[config.mk]
export PLATFORM = sky130hd
export DESIGN_NAME = rx_hold_queue
export DESIGN_NICKNAME = d
export VERILOG_FILES = /design/src/rtl/rxq_pkg.sv /design/src/rtl/rxq_ptr.sv /design/src/rtl/rxq_store.sv /design/src/rtl/rxq_flags.sv /design/src/rtl/rx_hold_queue.sv
export SDC_FILE = /design/constraint.sdc
export NUM_CORES = 1
export LEC_CHECK = 0
export BUFFER_PORTS_ARGS = -buffer_cell sky130_fd_sc_hd__buf_2
export CORE_ASPECT_RATIO = 0.75
export CORE_MARGIN = 2
export CORE_UTILIZATION = 47
export DETAILED_ROUTE_END_ITERATION = 7
export GPL_ROUTABILITY_DRIVEN = 0
export PLACE_DENSITY_LB_ADDON = 0.3
export SLEW_MARGIN = 40
export SYNTH_ARGS = -nofsm -noshare
export SYNTH_HDL_FRONTEND = slang
export SYNTH_HIERARCHICAL = 1
export SYNTH_SLANG_ARGS = --single-unit
[constraint.sdc]
create_clock -name clk -period 1.9 [get_ports clk]
set_clock_uncertainty 0.05 [all_clocks]
set_input_delay 0.38 -clock clk [delete_from_list [all_inputs] [get_ports clk]]
set_output_delay 0.38 -clock clk [all_outputs]
set_load 0.05 [all_outputs]
[src/rtl/rxq_pkg.sv]
package rxq_pkg;

  // Wrapped addition of two slot indices below a modulus.
  function automatic int wrap_add(input int a, input int b, input int m);
    int s;
    s = a + b;
    if (s >= m) s = s - m;
    return s;
  endfunction

  typedef struct packed {
    logic push_ok;
    logic pop_ok;
    logic drain;
  } rxq_evt_t;

endpackage

[src/rtl/rxq_ptr.sv]
module rxq_ptr #(
  parameter int DEPTH = 3,
  localparam int IDX_W = (DEPTH > 1) ? $clog2(DEPTH) : 1,
  localparam int CNT_W = $clog2(DEPTH + 1)
) (
  input  logic             clk,
  input  logic             rst_n,
  input  logic             push_req,
  input  logic             pop_req,
  input  logic             flush,
  output rxq_pkg::rxq_evt_t evt,
  output logic [IDX_W-1:0] rd_idx,
  output logic [IDX_W-1:0] wr_idx,
  output logic [CNT_W-1:0] pending
);
  import rxq_pkg::*;

  logic [IDX_W-1:0] rd_idx_n;
  logic [CNT_W-1:0] pending_n;
  logic [CNT_W-1:0] after_cnt;

  always_comb begin
    evt.push_ok = push_req && (pending < CNT_W'(DEPTH));
    evt.pop_ok  = pop_req && (pending != '0);
    evt.drain   = evt.pop_ok && !evt.push_ok && (pending == CNT_W'(1));
    wr_idx      = IDX_W'(wrap_add(int'(rd_idx), int'(pending), DEPTH));
  end

  always_comb begin
    after_cnt = pending + CNT_W'(evt.push_ok) - CNT_W'(evt.pop_ok);
    rd_idx_n  = rd_idx;
    pending_n = pending;
    if (flush) begin
      pending_n = '0;
    end else begin
      pending_n = after_cnt;
      if (evt.pop_ok && (after_cnt != '0))
        rd_idx_n = IDX_W'(wrap_add(int'(rd_idx), 1, DEPTH));
    end
  end

  always_ff @(posedge clk or negedge rst_n) begin
    if (!rst_n) begin
      rd_idx  <= '0;
      pending <= '0;
    end else begin
      rd_idx  <= rd_idx_n;
      pending <= pending_n;
    end
  end

endmodule

[src/rtl/rxq_store.sv]
module rxq_store #(
  parameter int DATA_W = 8,
  parameter int DEPTH  = 3,
  localparam int IDX_W = (DEPTH > 1) ? $clog2(DEPTH) : 1
) (
  input  logic              clk,
  input  logic              rst_n,
  input  logic              wr_en,
  input  logic [IDX_W-1:0]  wr_idx,
  input  logic [DATA_W-1:0] wr_data,
  input  logic [IDX_W-1:0]  rd_idx,
  output logic [DATA_W-1:0] rd_data
);

  logic [DATA_W-1:0] slot_q [DEPTH];

  for (genvar g = 0; g < DEPTH; g++) begin : g_slot
    logic slot_we;
    assign slot_we = wr_en && (wr_idx == IDX_W'(g));
    always_ff @(posedge clk or negedge rst_n) begin
      if (!rst_n)
        slot_q[g] <= '0;
      else if (slot_we)
        slot_q[g] <= wr_data;
    end
  end

  always_comb begin
    rd_data = '0;
    for (int i = 0; i < DEPTH; i++)
      if (rd_idx == IDX_W'(i)) rd_data = slot_q[i];
  end

endmodule

[src/rtl/rxq_flags.sv]
module rxq_flags (
  input  logic              clk,
  input  logic              rst_n,
  input  rxq_pkg::rxq_evt_t evt,
  input  logic              on_cmd,
  input  logic              off_cmd,
  input  logic              flush,
  input  logic              brk_evt,
  input  logic              ovf_evt,
  input  logic              brk_ack,
  input  logic              err_clr,
  output logic              rx_on,
  output logic              rdy,
  output logic              brk_sts,
  output logic              brk_int,
  output logic              ovr
);

  logic rx_on_n, rdy_n, brk_sts_n, brk_int_n, ovr_n;
  logic brk_consume;

  always_comb begin
    brk_consume = evt.pop_ok && brk_sts;

    rx_on_n = rx_on;
    if (flush || off_cmd) rx_on_n = 1'b0;
    else if (on_cmd)      rx_on_n = 1'b1;

    rdy_n = rdy;
    if (flush)             rdy_n = 1'b0;
    else if (evt.push_ok)  rdy_n = 1'b1;
    else if (evt.drain)    rdy_n = 1'b0;

    brk_sts_n = brk_sts;
    if (brk_consume) brk_sts_n = 1'b0;
    if (err_clr)     brk_sts_n = 1'b0;
    if (brk_evt)     brk_sts_n = 1'b1;

    brk_int_n = brk_int;
    if (brk_ack)     brk_int_n = 1'b0;
    if (brk_consume) brk_int_n = 1'b1;

    ovr_n = ovr;
    if (err_clr) ovr_n = 1'b0;
    if (ovf_evt) ovr_n = 1'b1;
  end

  always_ff @(posedge clk or negedge rst_n) begin
    if (!rst_n) begin
      rx_on   <= 1'b0;
      rdy     <= 1'b0;
      brk_sts <= 1'b0;
      brk_int <= 1'b0;
      ovr     <= 1'b0;
    end else begin
      rx_on   <= rx_on_n;
      rdy     <= rdy_n;
      brk_sts <= brk_sts_n;
      brk_int <= brk_int_n;
      ovr     <= ovr_n;
    end
  end

endmodule

[src/rtl/rx_hold_queue.sv]
module rx_hold_queue #(
  parameter int DATA_W = 8,
  parameter int DEPTH  = 3
) (
  input  logic                       clk,
  input  logic                       rst_n,
  input  logic                       rx_valid,
  input  logic [DATA_W-1:0]          rx_char,
  input  logic                       rx_break,
  output logic [$clog2(DEPTH+1)-1:0] rx_free,
  input  logic                       host_rd,
  output logic [DATA_W-1:0]          host_data,
  input  logic                       cmd_rx_on,
  input  logic                       cmd_rx_off,
  input  logic                       cmd_rx_flush,
  input  logic                       cmd_brk_ack,
  input  logic                       cmd_err_clr,
  output logic                       rx_ready,
  output logic                       brk_flag,
  output logic                       brk_irq,
  output logic                       overrun,
  output logic                       irq
);
  import rxq_pkg::*;

  localparam int IDX_W = (DEPTH > 1) ? $clog2(DEPTH) : 1;
  localparam int CNT_W = $clog2(DEPTH + 1);

  logic [1:0]        rst_sync_q;
  logic              core_rst_n;
  logic              rx_on;
  logic              push_req;
  logic              ovf_evt;
  logic [DATA_W-1:0] push_data;
  logic [IDX_W-1:0]  rd_idx, wr_idx;
  logic [CNT_W-1:0]  pending;
  rxq_evt_t          evt;

  // reset: asserted asynchronously, released on the clock
  always_ff @(posedge clk or negedge rst_n) begin
    if (!rst_n) rst_sync_q <= 2'b00;
    else        rst_sync_q <= {rst_sync_q[0], 1'b1};
  end
  assign core_rst_n = rst_sync_q[1];

  always_comb begin
    push_req  = rx_on && !cmd_rx_flush && (rx_valid || rx_break);
    push_data = rx_break ? '0 : rx_char;
    ovf_evt   = push_req && (pending == CNT_W'(DEPTH));
    rx_free   = rx_on ? (CNT_W'(DEPTH) - pending) : '0;
    irq       = rx_ready || brk_irq;
  end

  rxq_ptr #(.DEPTH(DEPTH)) u_ptr (
    .clk      (clk),
    .rst_n    (core_rst_n),
    .push_req (push_req),
    .pop_req  (host_rd),
    .flush    (cmd_rx_flush),
    .evt      (evt),
    .rd_idx   (rd_idx),
    .wr_idx   (wr_idx),
    .pending  (pending)
  );

  rxq_store #(.DATA_W(DATA_W), .DEPTH(DEPTH)) u_store (
    .clk     (clk),
    .rst_n   (core_rst_n),
    .wr_en   (evt.push_ok),
    .wr_idx  (wr_idx),
    .wr_data (push_data),
    .rd_idx  (rd_idx),
    .rd_data (host_data)
  );

  rxq_flags u_flags (
    .clk     (clk),
    .rst_n   (core_rst_n),
    .evt     (evt),
    .on_cmd  (cmd_rx_on),
    .off_cmd (cmd_rx_off),
    .flush   (cmd_rx_flush),
    .brk_evt (rx_break),
    .ovf_evt (ovf_evt),
    .brk_ack (cmd_brk_ack),
    .err_clr (cmd_err_clr),
    .rx_on   (rx_on),
    .rdy     (rx_ready),
    .brk_sts (brk_flag),
    .brk_int (brk_irq),
    .ovr     (overrun)
  );

endmodule

# == After elaboration in Yosys (flattened, before gate mapping) ==
# Index checks and enable logic that the tools add are counted.
# op_classes
addsub,7
n_mul,0
div,0
magnitude_cmp,3
eq_ne,6
shift,0
n_mux,20
n_bitwise,1
reduce_logical,27
# op_table
op,n
two-way mux 8 bit,4
logical AND 1 bit,12
two-way mux 1 bit,12
nonzero test 2 bit,5
two-way mux 2 bit,4
"equality test 2 x 1 -> 1 bit, second input constant",3
"equality test 2 bit, second input constant",3
"greater-or-equal comparator 3 x 2 -> 1 bit, second input constant",2
nonzero test 3 bit,2
logical NOT 2 bit,2
"subtractor 2 x 1 -> 2 bit, second input constant",2
"adder 2 x 1 -> 3 bit, second input constant",1
adder 2 x 2 -> 3 bit,1
logical OR 1 bit,3
adder 2 x 1 -> 2 bit,1
logical NOT 1 bit,2
"< comparator 2 bit, second input constant",1
AND reduction 2 bit,1
subtractor 2 x 1 -> 2 bit,1
"subtractor 2 bit, first input constant",1
NOT 1 bit,1
# word_totals
register_bits,35
latch_bits,0
ramBits,0
mem_bits_ro,0
output_inout_bits,15
mem_count,0

# == Logic depth before layout (Yosys ltp) ==
# Gate-level depths: netlist of the first run.
# logic_depth
ltp_word,10
ltp_mapped,9
depth_no_buf,9

# == Modules after synthesis ==
# The synthesis of the first run kept the hierarchy.
# modules_own_cells
module,instances,cells_per_inst,area_per_inst_um2,seq_area_each_um2
rxq_store,1,71,1083.5,600.6
rxq_ptr,1,33,335.3,100.1
rxq_flags,1,17,195.2,125.1
rx_hold_queue,1,18,175.2,50.0

# == Worst setup path before layout of the first run ==
# OpenSTA, ideal clock, no wires.
# synth_timing
path_kind,register to register
from,register u_ptr.pending[0]
to,register u_store/slot_q[0] (netlist bit)
arrival_time_ns,2.393
t_required_ns,1.725
path_slack_ns,-0.668
stages_incl_launch_ff,10
n_path_buf,0
cell_sequence,dfrtp_1 -> ha_1 -> inv_1 -> fa_1 -> inv_1 -> ha_1 -> nand3b_1 -> a21oi_1 -> nand3b_2 -> mux2_2
# synth_via
elab_chain_len,5
elab_cells_between_ends,8
# synth_lines
item,line,source
from (decl),rxq_ptr.sv:14,output logic [CNT_W-1:0] pending
from (signal assigned),rxq_ptr.sv:48,pending <= pending_n;
adder 2 x 2 -> 3 bit (*),rxq_pkg.sv:6,s = a + b;
greater-or-equal comparator 3 x 2 -> 1 bit / subtractor 2 x 1 -> 2 bit (equally long branches),rxq_pkg.sv:7,if (s >= m) s = s - m;
two-way mux 2 bit (*),rxq_pkg.sv:7,
named net wr_idx[0],rx_hold_queue.sv:35,"logic [IDX_W-1:0] rd_idx, wr_idx;"
equality test 2 bit (*),rxq_store.sv:19,assign slot_we = wr_en && (wr_idx == IDX_W'(g));
logical AND 1 bit (*),rxq_store.sv:19,
"to (signal, indexed assignment)",rxq_store.sv:24,slot_q[g] <= wr_data;
to (decl),rxq_store.sv:15,logic [DATA_W-1:0] slot_q [DEPTH];
# Mark *: on every way through the listed nets, which the timed path passes. The rest lies on a longest branch.
# A chain may end at the register's enable or synchronous reset.

# == Worst setup path in the final report of the first run ==
# layout_timing
from,register u_ptr.pending[0]
to,register u_store/slot_q[5] (netlist bit)
# The elaborated chain is that of the path after synthesis.

==> metrics.csv, run 1 <==
metric,value,unit
status,"finished, violations left",
violations,setup timing,
cts_htree_levels,2,
wirelength,4597,um
finalNetCount,231,
power_switching,1.978,mW
finalNonFillerCells,261,
hold_viol,0,
dp_cells,241,
switching_share,41.16,%
intPower,2.828,mW
final_cell_mix,"35 x dfrtp_1, 26 x buf_4, 24 x buf_2",
min_period,2684,ps
yosys_warnings,6,
wl_per_cell,17.61,um
die_y,57.44,um
ff_latch_area,875.8,um^2
finalCritPeriodShare,141.3,%
fin_util,73.38,%
crit_required,2020,ps
p_leak,1.373,nW
path_max_fanout,8,
pwr-share-seq,25.0,%
syn_to_final_growth,50.14,%
yosys-top-cells-area,"dfrtp_1 49%, mux2_2 15%, mux2i_1 5.0%, and2b_2 3.9%, o2bb2ai_1 3.9%",
power.total,4.807,mW
cts_tree,yes,
grt_max_degree,25,
async_flop_share,100.0,%
die_w,75.25,um
yosysTopAreaCell,dfrtp_1,
drt_iter0_markers,92,
dieArea,4322,um^2
crit_start,u_ptr/pending[0]$_DFF_PN0_,
synth.yosys.seq_area_share,48.95,%
fill_cells,258,
ys_ff_latch,35,
drt_first_pass_iters,5,
drc,0,
synth_ff_type,dfrtp_1,
io_pins,33,
syn_area_per_cell,12.87,um^2
postRouteAntennaNets,0,
multi_input_area,1096,um^2
clk_latency,280,ps
combinationalPowerShare,61.1,%
setup_viol,34,
max_freq,372.6,MHz
crit_type,reg -> reg,
cp_data_arrival_time,2800,ps
grt_pass1_vias,1477,
final-max-slew-violation-count,0,
fin_tns_setup,-19170,ps
setup_ws,-783.9,ps
cts_buffer_depth,2,
dpl.hpwl,2787,um
syn-cell-area,1789,um^2
fp.coreArea,3661,um^2
syn_inst,139,
rows,19,
port_buffers,32,
diodes,0,
grt_pass1_wl,7376,um
place_worst_setup_slack,-746.8,ps
grt_overflow,0,
final_common_cell,dfrtp_1,
yosys.cell_types.count,33,
path_clk_slew,70,ps
hold_path.class,reg -> async,
ctsRootBufferMaster,clkbuf_8,
cap_viol_max_count,0,
numCtsBuffers,5,
cts_num_sinks,35,
synth_edf_count,0,
grt_antenna_before_repair,0,
endpoint_kind,flop,
max-vdd-ir-drop,818.3,uV
viasPerCell,5.100,
cp-start-kind,flop,
grt_use_total,23.26,%
drive_gt1_share,65.07,%
rsz0062_at_grt,true,
clkPwrFrac,13.9,%
worstReg2RegStart,u_ptr/pending[0]$_DFF_PN0_,
synth_nets,162,
vias,1331,
initial_core_util,48.87,%
synth_top_cell_area_share,48.95,%
pwr_density_cell,1789,nW/um^2
area by class of cell:
cell class | count | area share, %
Clock buffer | 5 | 2.562
Tap cell | 52 | 2.422
Multi-Input combinational cell | 90 | 40.80
Timing Repair Buffer | 65 | 18.44
Inverter | 11 | 1.537
Clock inverter | 3 | 1.630
Sequential cell | 35 | 32.60
Yosys cell counts (2+ instances only):
cell       count
nor2_1         4
ha_1           4
o2bb2ai_1      8
nand2_1        5
mux2i_1        9
nor2b_1        3
mux2_2        24
and2b_2        8
nor3b_1        2
dfrtp_1       35
inv_1         11
a21o_1         2
nand3b_2       2
buf_2          3
final timing paths:
path                                                 end  slack [ps]  depth (start not counted)
setup / recovery           u_store/slot_q[5]$_DFFE_PN0P_        -780                          9
hold / removal               u_flags/brk_sts$_DFFE_PN0P_         150                          0
setup reg to reg           u_store/slot_q[5]$_DFFE_PN0P_        -780                          9
hold reg to reg              u_flags/brk_sts$_DFFE_PN0P_         150                          0
max in group asynchronous  u_store/slot_q[6]$_DFFE_PN0P_        1160                          1
min in group clk               u_flags/rx_on$_DFFE_PN0P_         200                          2
routing by layer:
layer	part of all wire (%)	wire, um	GRT usage (%)
met5	0	0	0
met2	48	2219	36.72
met3	3.6	164	5.830
met1	48	2188	32.30
met4	0.54	25	6.015
logic make-up after synthesis:
kind of cell               Yosys count  synth area share, %
DFF                                 35                48.95
muxes                               33                20.14
and+or+nand+nor                     32                13.36
AOI/OAI and AO/OA                   17                8.461
buffers and inverters               14                3.147
adders and majority gates            5                3.916
xor gates and xnor gates             2                1.818
other                                1               0.2096
worst max-delay path, cell delays in order, from the launching register on:
cell and delay [ps]:
dfrtp_1 360, ha_2 180, inv_2 40, fa_1 550, inv_2 60, ha_4 160
nand3b_1 240, a21oi_4 290, nand3b_4 300, mux2_4 330
what timing repair did:
action | CTS | global route
buffers inserted | 12 | 1
gates resized for setup | 41 | 24
hold buffers | 1 | 0
setup endpoints to repair | 34 | 36
pin swaps | 6 | 9
endpoints found under the hold margin | 2 | 0
metrics by stage:
step | cell area, um^2 | hold slack [ps]
after global placement | 2228 | 115.8
after detailed placement | 2228 | 118.9
after global routing | 2686 | 187.0
after floorplan | 1848 | 34.41
final | 2686 | 148.6
after CTS | 2582 | 159.8
sequential cells by signal, summed over array words and instances (netlist names):
| signal | count |
|---|---|
| u_flags/brk_int | 1 |
| u_ptr/rd_idx | 2 |
| u_flags/rdy | 1 |
| rst_sync_q | 2 |
| u_flags/rx_on | 1 |
| u_ptr/pending | 2 |
| u_flags/brk_sts | 1 |
| u_flags/ovr | 1 |
| u_store/slot_q | 24 |
power by group through the flow:
| stage | Clock, mW | Combinational, mW | Sequential [mW] |
|---|---|---|---|
| global placement | 0 | 1.98 | 1.17 |
| detailed placement | 0 | 2.06 | 1.18 |
| finish | 0.668 | 2.94 | 1.20 |
| CTS | 0.682 | 2.64 | 1.19 |
| floorplan | 0 | 1.45 | 1.22 |
| global route | 0.719 | 3.08 | 1.23 |
Note: power is estimated with default switching activity, not from simulation.
==> run 2, diff against run 1 <==
CORE_ASPECT_RATIO = 1.25   (was 0.75)
==> metrics.csv, run 2 (synthesized netlist as in run 1, its figures left out) <==
metric,value,unit,change
status,"finished, violations left",,
violations,setup timing,,
crit_buf_inv,3,,+1
setup_viol,26,,-24%
vias,1315,,-1.2%
fp.coreArea,3722,um^2,+1.7%
timing.hold.ws,191.4,ps,+42.78 ps
grt_overflow,0,,unchanged
crit_chain,ha_1 > inv_1 > fa_1 > inv_2 > ha_4 > nand3b_1 > o21a_2 > nor3b_4 > buf_4 > mux2_2,,
slowest_delay,550,ps,about the same
path_max_fanout,3,,-5
finish.instance_area,2530,um^2,-5.8%
crit_type,reg -> reg,,
crit_required,2020,ps,about the same
rsz0062_at_grt,true,,
ff_latch_area,875.8,um^2,unchanged
cts_tree,yes,,
cp-start-kind,flop,,
final_cell_mix,"35 x dfrtp_1, 24 x buf_2, 20 x mux2_2",,
grt_use_total,21.20,%,-2.1 points
fin_util,67.97,%,-5.4 points
drive_gt1_share,60.70,%,-4.4 points
initial_core_util,48.07,%,-0.80 points
largest_reg_flops,24,,unchanged
ctsRootBufferMaster,clkbuf_8,,
p_leak,1.289,nW,-6.1%
grt_pass1_wl,6582,um,-11%
pwr_density_cell,1837,nW/um^2,+2.7%
cts_htree_levels,2,,unchanged
numCtsBuffers,5,,unchanged
max-vdd-ir-drop,881.7,uV,+7.8%
finalNetCount,223,,-3.5%
fill_cells,283,,+9.7%
path_clk_slew,70,ps,about the same
wl_per_cell,16.75,um,-4.9%
r2r_setup_slack,-760,ps,+20 ps
drc,0,,unchanged
multi_input_area,999.7,um^2,-8.8%
final_common_cell,dfrtp_1,,
cts_num_sinks,35,,unchanged
port_buffers,32,,unchanged
max_freq,376.1,MHz,+0.94%
dieArea,4319,um^2,about the same
cp_data_arrival_time,2780,ps,-20 ps
wirelength,4036,um,-12%
diodes,0,,unchanged
dp_cells,228,,-5.4%
power.total,4.648,mW,-3.3%
fin_tns_setup,-17630,ps,+1537 ps
postRouteAntennaNets,0,,unchanged
slowest_stage,fa_1,,
cts_buffer_depth,2,,unchanged
cap_viol_max_count,0,,unchanged
syn_to_final_growth,41.40,%,
place_worst_setup_slack,-728.9,ps,+17.87 ps
die_y,72.98,um,+27%
rows,25,,+6
hold_path.class,in -> reg,,
endpoint_kind,flop,,
hold_viol,0,,unchanged
min_period,2659,ps,-24.99 ps
finalNonFillerCells,241,,-7.7%
final-max-slew-violation-count,0,,unchanged
die_w,59.19,um,-21%
drt_iter0_markers,11,,-88%
top_register,u_store/slot_q,,
finalCritPeriodShare,139.9,%,-1.3 points
grt_max_degree,34,,+36%
drt_first_pass_iters,4,,-1
post_dp_cell_area,2193,um^2,-1.6%
grt_pass1_vias,1399,,-5.3%
clk_latency,290,ps,about the same
setup_ws,-758.9,ps,+24.99 ps
grt_antenna_before_repair,0,,unchanged
dpl.hpwl,2732,um,-2.0%
critPathTopFamily,adder cells,,
viasPerCell,5.456,,+7.0%
io_pins,33,,unchanged
[run 2: cell count changes in the layout (fill, tap and decap cells not counted), sizes merged]
cell | previous run | this run
bufinv | 1 | 2
clkinv | 2 | 0
clkbuf | 5 | 6
buf | 64 | 56
[run 2: path summary, 6_finish.rpt]
path	startpoint	endpoint	depth (start not counted)
max in group asynchronous	rst_sync_q[1]$_DFF_PN0_	u_store/slot_q[4]$_DFFE_PN0P_	1
worst min-delay path	cmd_rx_off	u_flags/rx_on$_DFFE_PN0P_	2
worst max register to register	u_ptr/pending[0]$_DFF_PN0_	u_store/slot_q[23]$_DFFE_PN0P_	10
worst min register to register	rst_sync_q[1]$_DFF_PN0_	u_store/slot_q[22]$_DFFE_PN0P_	1
min in group asynchronous	rst_sync_q[1]$_DFF_PN0_	u_store/slot_q[22]$_DFFE_PN0P_	1
worst max-delay path	u_ptr/pending[0]$_DFF_PN0_	u_store/slot_q[23]$_DFFE_PN0P_	10
[run 2: final cells by class]
type,instances,share of cell area (%)
clock inverter,2,2.374
clock buffer,6,2.868
inverter,11,1.632
sequential,35,34.62
timing repair buffer,57,17.01
tap,40,1.978
multi-input combinational,90,39.52
[run 2: worst reg2reg max path: cells and delay by family, from the launching register on]
kind | cells | cell delay (ps)
DFF | 1 | 370
adders and majority gates | 3 | 870
AOI/OAI and AO/OA | 1 | 200
buffers and inverters | 3 | 290
and+or+nand+nor | 2 | 440
muxes | 1 | 330
[run 2: power breakdown]
part           internal [mW]  switching (mW)  total (mW)  leakage, nW
Sequential              1.01           0.159        1.17        0.465
Combinational           1.26            1.41        2.68        0.759
Clock                  0.524           0.272       0.796       0.0654
[run 2: routing by layer]
layer / routed length, um / part of all wire (%) / global-route usage [%] / up-vias
li1: - / - / - / 605
met1: 1659 / 41 / 23.46 / 664
met2: 2116 / 52 / 37.97 / 35
met3: 154 / 3.8 / 4.787 / 11
met4: 106 / 2.6 / 9.091 / 0
met5: 0 / 0 / 0 / -
[run 2: what timing repair did]
action,4_1_cts,5_1_grt
endpoints found under the hold margin,2,0
cloned,0,0
setup endpoints to repair,36,34
hold buffers,1,0
setup buffers,2,2
pin swaps,6,1
gates resized for setup,27,16
==> run 3, diff against run 2 <==
CORE_UTILIZATION = 53   (was 47)
==> metrics.csv, run 3 (synthesized netlist as in run 1, its figures left out) <==
metric,value,unit,change
status,"finished, violations left",,
violations,setup timing,,
final-max-slew-violation-count,0,,unchanged
hold_end,u_flags/brk_int$_DFFE_PN0P_,,
fp.coreArea,3223,um^2,-13%
ctsRootBufferMaster,clkbuf_8,,
drt_iter0_markers,65,,+54
worstReg2RegStart,u_ptr/rd_idx[0]$_DFFE_PN0P_,,
drt_first_pass_iters,6,,+2
ff2ff_path_depth,10,,unchanged
viasPerCell,5.619,,+3.0%
hold_path.class,in -> reg,,
largest_reg_flops,24,,unchanged
rows,23,,-8.0%
pwr_density_cell,1911,nW/um^2,+4.0%
path_max_fanout,8,,+5
port_buffers,32,,unchanged
crit_start,u_ptr/rd_idx[0]$_DFFE_PN0P_,,
r2r-end,u_store/slot_q[22]$_DFFE_PN0P_,,
grt_pass1_vias,1443,,+3.1%
diodes,0,,unchanged
grt_max_degree,34,,unchanged
hold_path.startpoint,cmd_brk_ack,,
cp-start-kind,flop,,
dpl.hpwl,2815,um,+3.1%
crit_type,reg -> reg,,
max-vdd-ir-drop,1365,uV,+55%
cts_num_sinks,35,,unchanged
dieArea,3860,um^2,-11%
finalNetCount,232,,+4.0%
vias,1388,,+5.6%
clk_latency,290,ps,about the same
cap_viol_max_count,0,,unchanged
cp_data_arrival_time,2830,ps,+50 ps
numCtsBuffers,5,,unchanged
fin_tns_setup,-20330,ps,-2694 ps
p_leak,1.382,nW,+7.2%
drc,0,,unchanged
cts_tree,yes,,
hold_depth,2,,unchanged
postRouteAntennaNets,0,,unchanged
io_pins,33,,unchanged
place_worst_setup_slack,-772.8,ps,-43.88 ps
syn_to_final_growth,54.13,%,
grt_antenna_before_repair,0,,unchanged
initial_core_util,55.51,%,+7.4 points
setup_ws,-801.3,ps,-42.38 ps
setup_viol,35,,+35%
grt_use_total,25.29,%,+4.1 points
die_y,68.96,um,-5.5%
wl_per_cell,20.72,um,+24%
endpoint_kind,flop,,
fin_util,85.56,%,+18 points
wirelength,5118,um,+27%
cts_htree_levels,2,,unchanged
top_register,u_store/slot_q,,
grt_overflow,0,,unchanged
final_common_cell,dfrtp_1,,
finalCritPeriodShare,142.2,%,+2.2 points
drive_gt1_share,65.71,%,+5.0 points
r2r_setup_slack,-800,ps,-40 ps
hold_viol,0,,unchanged
max_freq,370.2,MHz,-1.6%
rsz0062_at_grt,true,,
final_cell_mix,"35 x dfrtp_1, 25 x buf_4, 24 x buf_2",,
cts_buffer_depth,2,,unchanged
crit_required,2030,ps,about the same
min_period,2701,ps,+42.38 ps
die_w,55.97,um,-5.4%
grt_pass1_wl,7079,um,+7.6%
path_clk_slew,70,ps,about the same
## run 3: changes by cell type in the layout (fill, tap and decap cells not counted), sizes merged
cell    change
buf         +9
bufinv      -1
clkinv      +1
## run 3: critical path, stage by stage, from the launching register on
cell      delay (ps)
dfrtp_1          370
ha_2             190
inv_2             40
fa_1             540
inv_2             60
ha_4             170
nand3b_1         240
o21a_2           220
nor3b_4          230
buf_12           170
mux2_4           310
## run 3: final cells by class
cell class                      instances  area [um^2]
Clock inverter                          2        35.03
Timing Repair Buffer                   66        546.8
Clock buffer                            6        82.58
Fill cell                             164        465.4
Multi-Input combinational cell         90         1130
Sequential cell                        35        875.8
Inverter                               11        41.29
Tap cell                               37        46.29
## run 3: through the flow
step	std cells	area, um^2	power, mW	hold slack, ps
3_5_place_dp	223	2187	3.215	118.4
6_report	247	2758	5.271	193.2
5_1_grt	247	2758	5.483	193.8
2_1_floorplan	139	1848	2.673	34.41
3_3_place_gp	223	2187	3.095	114.4
4_1_cts	237	2497	4.516	187.9
## run 3: how the worst max path moves through the flow
| stage | to | slack (ps) | cells after the start |
|---|---|---|---|
| after CTS | u_store/slot_q[17]$_DFFE_PN0P_ | -690 | 11 |
| after global placement | u_store/slot_q[5]$_DFFE_PN0P_ | -670 | 9 |
| final | u_store/slot_q[22]$_DFFE_PN0P_ | -800 | 10 |
| after floorplan | u_store/slot_q[16]$_DFFE_PN0P_ | -630 | 9 |
| after global routing | u_store/slot_q[22]$_DFFE_PN0P_ | -940 | 10 |
| after detailed placement | u_store/slot_q[0]$_DFFE_PN0P_ | -770 | 9 |
## run 3: power breakdown
group          total, mW  switching [mW]  internal (mW)  leakage (nW)
Sequential          1.22           0.205           1.01         0.465
Combinational       3.34            1.68           1.66         0.856
Clock              0.712           0.287          0.425        0.0612
Total               5.27            2.17           3.10          1.38
## run 3: per-layer routing
metal | track usage, % | up-vias | share of wire, %
met4 | 11.01 | 0 | 2.1
met3 | 6.157 | 13 | 3.5
li1 | - | 620 | -
met1 | 28.06 | 708 | 40
met5 | 0 | - | 0
met2 | 46.62 | 47 | 55
## run 3: timing repair
action | 4_1_cts | 5_1_grt
buffers inserted | 7 | 10
hold endpoints to repair | 2 | 0
pin swaps | 6 | 5
hold buffers | 1 | 0
endpoints found under the setup margin | 35 | 35
resized for setup | 41 | 34
